**src/rtl/serctl_pkg.sv**
```systemverilog
package serctl_pkg;

    localparam int ATT_W    = 8;
    localparam int ADDR_LO  = 9;
    localparam int ADDR_W   = 2;
    localparam int LOAD_BIT = 8;
    localparam int PAY_W    = 9;
    localparam int KEEP_W   = ADDR_LO + ADDR_W;

    typedef enum logic [1:0] {
        WL_16  = 2'b00,
        WL_20  = 2'b01,
        WL_24  = 2'b10,
        WL_RSV = 2'b11
    } wlen_e;

    typedef enum logic [1:0] {
        RM_NORMAL = 2'b00,
        RM_DOUBLE = 2'b01,
        RM_HALF   = 2'b10,
        RM_RSV    = 2'b11
    } rmult_e;

    typedef enum logic [1:0] {
        RF_44K1 = 2'b00,
        RF_48K  = 2'b01,
        RF_32K  = 2'b10,
        RF_RSV  = 2'b11
    } rfam_e;

    typedef enum logic [1:0] {
        SEL_ATT_L = 2'd0,
        SEL_ATT_R = 2'd1,
        SEL_PLAY  = 2'd2,
        SEL_IFACE = 2'd3
    } regsel_e;

    typedef struct packed {
        logic [3:0] omode;
        wlen_e      wlen;
        logic       hold;
        logic       deemph;
        logic       mute;
    } play_cfg_t;

    typedef struct packed {
        logic   zdet;
        rfam_e  rfam;
        rmult_e rmult;
        logic   sys256;
        logic   common;
        logic   lrswap;
        logic   i2s;
    } iface_cfg_t;

    localparam logic [ATT_W-1:0] ATT_DEFAULT = '1;
    localparam logic [3:0]       OMODE_STEREO = 4'b1001;

    localparam play_cfg_t PLAY_DEFAULT = '{
        omode:  OMODE_STEREO,
        wlen:   WL_16,
        hold:   1'b0,
        deemph: 1'b0,
        mute:   1'b0
    };

    localparam iface_cfg_t IFACE_DEFAULT = '{
        zdet:   1'b0,
        rfam:   RF_44K1,
        rmult:  RM_NORMAL,
        sys256: 1'b0,
        common: 1'b0,
        lrswap: 1'b0,
        i2s:    1'b0
    };

    function automatic regsel_e word_sel(input logic [KEEP_W-1:0] w);
        return regsel_e'(w[ADDR_LO +: ADDR_W]);
    endfunction

    function automatic play_cfg_t unpack_play(input logic [PAY_W-1:0] p);
        play_cfg_t c;
        c.omode  = p[8:5];
        c.wlen   = wlen_e'(p[4:3]);
        c.hold   = p[2];
        c.deemph = p[1];
        c.mute   = p[0];
        return c;
    endfunction

    function automatic iface_cfg_t unpack_iface(input logic [PAY_W-1:0] p);
        iface_cfg_t c;
        c.zdet   = p[8];
        c.rfam   = rfam_e'(p[7:6]);
        c.rmult  = rmult_e'(p[5:4]);
        c.sys256 = p[3];
        c.common = p[2];
        c.lrswap = p[1];
        c.i2s    = p[0];
        return c;
    endfunction

endpackage

```
**src/rtl/ctl_line_sync.sv**
```systemverilog
module ctl_line_sync #(
    parameter int STAGES = 2
) (
    input  logic clk,
    input  logic rst,
    input  logic din,
    output logic dout
);
    logic [STAGES-1:0] chain;

    always_ff @(posedge clk) begin
        if (rst) chain <= '0;
        else     chain <= {chain[STAGES-2:0], din};
    end

    assign dout = chain[STAGES-1];
endmodule

```
**src/rtl/ctl_rise_det.sv**
```systemverilog
module ctl_rise_det (
    input  logic clk,
    input  logic rst,
    input  logic lvl,
    output logic rise
);
    logic prev;

    always_ff @(posedge clk) begin
        if (rst) prev <= 1'b0;
        else     prev <= lvl;
    end

    assign rise = lvl & ~prev;
endmodule

```
**src/rtl/ctl_shifter.sv**
```systemverilog
module ctl_shifter #(
    parameter int DEPTH = 11
) (
    input  logic             clk,
    input  logic             rst,
    input  logic             shift_en,
    input  logic             bit_in,
    output logic [DEPTH-1:0] word
);
    always_ff @(posedge clk) begin
        if (rst)           word <= '0;
        else if (shift_en) word <= {word[DEPTH-2:0], bit_in};
    end
endmodule

```
**src/rtl/ctl_regbank.sv**
```systemverilog
module ctl_regbank
    import serctl_pkg::*;
(
    input  logic              clk,
    input  logic              rst,
    input  logic              commit,
    input  logic [KEEP_W-1:0] word,
    output logic [ATT_W-1:0]  act_left,
    output logic [ATT_W-1:0]  act_right,
    output play_cfg_t         play,
    output iface_cfg_t        iface
);
    regsel_e          sel;
    logic             load_req;
    logic [PAY_W-1:0] payload;

    assign sel      = word_sel(word);
    assign load_req = word[LOAD_BIT];
    assign payload  = word[PAY_W-1:0];

    always_ff @(posedge clk) begin
        if (rst) begin
            act_left  <= ATT_DEFAULT;
            act_right <= ATT_DEFAULT;
            play      <= PLAY_DEFAULT;
            iface     <= IFACE_DEFAULT;
        end else if (commit) begin
            case (sel)
                SEL_ATT_L: if (load_req) act_left  <= word[ATT_W-1:0];
                SEL_ATT_R: if (load_req) act_right <= word[ATT_W-1:0];
                SEL_PLAY:  play  <= unpack_play(payload);
                SEL_IFACE: iface <= unpack_iface(payload);
                default:   ;
            endcase
        end
    end
endmodule

```
**src/rtl/serctl_regfile.sv**
```systemverilog
module serctl_regfile
    import serctl_pkg::*;
#(
    parameter int SYNC_STAGES = 2
) (
    input  logic       clk,
    input  logic       rst,
    input  logic       ctl_clk,
    input  logic       ctl_data,
    input  logic       ctl_latch,
    output logic [7:0] att_left,
    output logic [7:0] att_right,
    output logic       mute_en,
    output logic       deemph_en,
    output logic       dac_hold,
    output logic [1:0] word_len,
    output logic [3:0] out_mode,
    output logic       fmt_i2s,
    output logic       lr_swap,
    output logic       att_common,
    output logic       sysclk_256,
    output logic [1:0] rate_mult,
    output logic [1:0] rate_family,
    output logic       zero_det_en
);
    localparam int N_LINES = 3;
    localparam int N_EDGES = 2;
    localparam int L_CLK   = 0;
    localparam int L_LATCH = 1;
    localparam int L_DATA  = 2;

    logic [N_LINES-1:0] raw_lines;
    logic [N_LINES-1:0] sync_lines;
    logic [N_EDGES-1:0] edge_rise;

    assign raw_lines[L_CLK]   = ctl_clk;
    assign raw_lines[L_LATCH] = ctl_latch;
    assign raw_lines[L_DATA]  = ctl_data;

    for (genvar gi = 0; gi < N_LINES; gi++) begin : g_sync
        ctl_line_sync #(.STAGES(SYNC_STAGES)) u_sync (
            .clk  (clk),
            .rst  (rst),
            .din  (raw_lines[gi]),
            .dout (sync_lines[gi])
        );
    end

    for (genvar ge = 0; ge < N_EDGES; ge++) begin : g_edge
        ctl_rise_det u_rise (
            .clk  (clk),
            .rst  (rst),
            .lvl  (sync_lines[ge]),
            .rise (edge_rise[ge])
        );
    end

    logic              shift_pulse;
    logic              commit_pulse;
    logic [KEEP_W-1:0] shift_word;

    assign shift_pulse  = edge_rise[L_CLK];
    assign commit_pulse = edge_rise[L_LATCH];

    ctl_shifter #(.DEPTH(KEEP_W)) u_shift (
        .clk      (clk),
        .rst      (rst),
        .shift_en (shift_pulse),
        .bit_in   (sync_lines[L_DATA]),
        .word     (shift_word)
    );

    logic [ATT_W-1:0] act_left;
    logic [ATT_W-1:0] act_right;
    play_cfg_t        play;
    iface_cfg_t       iface;

    ctl_regbank u_bank (
        .clk       (clk),
        .rst       (rst),
        .commit    (commit_pulse),
        .word      (shift_word),
        .act_left  (act_left),
        .act_right (act_right),
        .play      (play),
        .iface     (iface)
    );

    assign att_left    = act_left;
    assign att_right   = iface.common ? act_left : act_right;
    assign mute_en     = play.mute;
    assign deemph_en   = play.deemph;
    assign dac_hold    = play.hold;
    assign word_len    = play.wlen;
    assign out_mode    = play.omode;
    assign fmt_i2s     = iface.i2s;
    assign lr_swap     = iface.lrswap;
    assign att_common  = iface.common;
    assign sysclk_256  = iface.sys256;
    assign rate_mult   = iface.rmult;
    assign rate_family = iface.rfam;
    assign zero_det_en = iface.zdet;
endmodule

```
**config.mk**
```make
export PLATFORM = sky130hd
export DESIGN_NAME = serctl_regfile
export DESIGN_NICKNAME = d
export VERILOG_FILES = /design/src/rtl/serctl_pkg.sv /design/src/rtl/ctl_line_sync.sv /design/src/rtl/ctl_rise_det.sv /design/src/rtl/ctl_shifter.sv /design/src/rtl/ctl_regbank.sv /design/src/rtl/serctl_regfile.sv
export SDC_FILE = /design/constraint.sdc
export NUM_CORES = 1
export LEC_CHECK = 0
export BUFFER_PORTS_ARGS = -buffer_cell sky130_fd_sc_hd__buf_2
export CORE_MARGIN = 3
export CORE_UTILIZATION = 60
export CTS_BUF_LIST = sky130_fd_sc_hd__clkbuf_2
export CTS_CLUSTER_DIAMETER = 200
export DETAILED_ROUTE_END_ITERATION = 7
export PLACE_DENSITY_LB_ADDON = 0.12
export SKIP_LAST_GASP = 1
export SLEW_MARGIN = 40
export SYNTH_ARGS = -nofsm -noshare
export SYNTH_HDL_FRONTEND = slang
export SYNTH_SLANG_ARGS = --single-unit
```
**constraint.sdc**
```tcl
create_clock -name clk -period 3.1 [get_ports clk]
set_input_delay 0.31 -clock clk [delete_from_list [all_inputs] [get_ports clk]]
set_output_delay 0.31 -clock clk [all_outputs]
set_load 0.02 [all_outputs]
```
==> run metrics <==
CTS Buf Count 5; routability congestion estimate 0.780; H-tree lvl count 2; Final Slew Violations 0; crit path capture type output port; Yosys reg bits 53; DRT antenna net count 0; area leader, netlist dfxtp_1; Detailed Route Iter0 Violations 75; syn_nets 228; Die Width 63.4 um; CTS tree built; CP arrival 1.64 ns; I/O pin cnt 39; Tcrit/Tclk final 63.0%; max-cap violations 0; # setup viols final 0; placed insts 289; YS warnings 0; Max VDD drop 0.000321 V; postcts setup bufs 0; Slew HR 45.6%; maximum clock path buffer count 2; count of hold-fix buffers inserted at cts 0; CP peak stage delay 0.67 ns; largest net degree at the start of global routing 50; DR pass1 iterations 4; layout cells sized above 1 22.1%; total power 1.05 mW; critical path class reg2out; Resized Gates After CTS 0; WL final 3970 um; Power Internal 0.832 mW; fmax 512 MHz; gr ovfl total 0; initial antenna violation count 0; register area share after synthesis 53.7%; non-filler cells, final 297; area delta synth->final 12.3%; TNS Setup 0 ns; sw frac 20.8%; share of total power in the clock network 32.1%; post-synthesis cell type count 21; GRT Total Usage 21.7%; top cells by area, synth dfxtp_1 54%, nand2_1 10%, a21oi_1 8.9%, mux2_2 4.6%, a211o_1 3.1%; Mapped Area 0.00197 mm2; Setup Slack @ Placement 1.54 ns; actual slew at the worst max-slew pin 0.816 ns; Die Y 63.4 um; drc violations 0; Multi-input gate area 832 um2; # diodes 0; Crit path max-delay family flip-flops; HP Class in2reg; Yosys top cell area share 53.7%; clock tree sinks 53; Core ar. 0.00310 mm2; Cell Area, Placed 0.00215 mm2; first-pass GRT wire length 6780 um; routed vias/inst 5.46; register area 0.00106 mm2; Final Hold Viols 0; synthesized area per cell 8.85 um2; row cnt 20; Crit Path Max Fanout 10; Gate Count Post-Synth 223; Initial Util 63.6%; Routed wire per std cell 13.4 um; IO buf count 38; skew final 0.0154 ns; CTS clk-pin slew, worst paths 0.23 ns; clock period minus worst slack 1.95 ns; slowest cell on the critical path dfxtp_1; unrepaired setup endpoints after global routing no; Critical Path RT 2.79 ns; vias in the first global route 1393; Final WS setup 1.15 ns; via count 1621; Combinational Power Share 2.2%; cell area after layout 0.00222 mm2; Power Density 474 mW/mm2; outcome finished, final reports clean; Final HPWL DP 2690 um; # nets final 257; die area 0.00402 mm2; WP buf/inv 1; sequential group share of total power 65.7%; Skew-Pair Late Insertion Delay 0.42 ns; fillers 281; worst-path cell chain mux2_2, buf_2; Root Driver clkbuf_2; sw power 0.218 mW; critical path startpoint category flop; leak pwr 0.833 nW
[synth_stat cells (all sizes together)]
cell and n:
mux2 8, nor4bb 1, and3 7, nand2b 2, nor4 7, nor2b 9
nand4bb 2, nor3 3, a211o 7, mux2i 2, nand2 55, dfxtp 53
a21oi 35, and4b 1, nand4b 1, clkbuf 12, buf 6, nor2 11
and4bb 1
[placed cells by master (no fill, tap or decap)]
cell type,n
and3_1,7
nand2b_1,2
nor2b_1,9
clkbuf_2,6
dfxtp_1,53
and4bb_1,1
mux2i_1,2
bufinv_16,1
nand2_2,1
mux2_2,8
nor3_1,3
clkinv_1,1
and4b_1,1
a211o_1,7
nor4_1,7
buf_2,38
nor2_1,11
nand4b_1,1
nor4bb_1,1
nand2_1,54
a21oi_1,35
nand4bb_1,2
buf_4,2
[state kept, by name (all words and copies together), names as in the netlist]
| register | flops |
|---|---|
| u_bank.act_left | 8 |
| u_bank.iface | 9 |
| u_shift.word | 11 |
| g_sync.u_sync.chain | 6 |
| g_edge.u_rise.prev | 2 |
| u_bank.act_right | 8 |
| u_bank.play | 9 |
[power by group through the flow]
stage	Combinational (mW)	Sequential [mW]	Clock [mW]
detailed placement	0.0230	0.703	0
global placement	0.0228	0.703	0
CTS	0.0231	0.690	0.346
floorplan	0.0182	0.702	0
finish	0.0231	0.690	0.337
global route	0.0256	0.692	0.380
[worst register-to-register path, delay by kind of cell (launching register included)]
kind | cells | cell delay [ns]
simple gates | 2 | 0.61
compound gates | 1 | 0.08
flops | 1 | 0.79
[routing by layer]
| layer | GRT usage (%) | wire (um) | part of all wire (%) |
|---|---|---|---|
| met4 | 7.28 | 44 | 1.1 |
| met1 | 29.4 | 1880 | 47 |
| met5 | 0 | 0 | 0 |
| met2 | 33.4 | 1800 | 45 |
| met3 | 5.88 | 253 | 6.4 |
[metrics by stage]
step,util (%),hold WS [ns]
CTS,71.5,0.0547
floorplan,-,0.414
finish,71.5,0.0804
global route,71.5,0.0443
detailed placement,69.4,0.424
global placement,69.4,0.420
[layout make-up]
class / instances / share of cell area (%)
Sequential cell: 53 / 47.9
Multi-Input combinational cell: 152 / 37.5
Timing Repair Buffer: 40 / 9.26
Tap cell: 44 / 2.48
Clock inverter: 2 / 1.52
Clock buffer: 6 / 1.35
[cell families (layout without fill, tap and decap cells)]
family | count (synthesis) | count (layout) | share of synthesized area (%)
compound gates | 42 | 42 | 12.0
buf+inv | 18 | 48 | 4.12
flops | 53 | 53 | 53.7
mux | 10 | 10 | 5.58
simple gates | 100 | 100 | 24.6
[path summary, 6_finish.rpt]
path	start	cells after the start	slack, ns	end
max	u_bank.iface[2]$_SDFFE_PP0P_	2	1.15	att_right[7]
min	ctl_clk	2	0.08	g_sync[0].u_sync.chain[0]$_SDFF_PP0_
max reg2reg	u_shift.word[9]$_SDFFE_PP0P_	3	1.50	u_bank.iface[1]$_SDFFE_PP0P_
min reg2reg	g_sync[2].u_sync.chain[0]$_SDFF_PP0_	1	0.46	g_sync[2].u_sync.chain[1]$_SDFF_PP0_
Note: power is estimated with default switching activity, not from simulation.
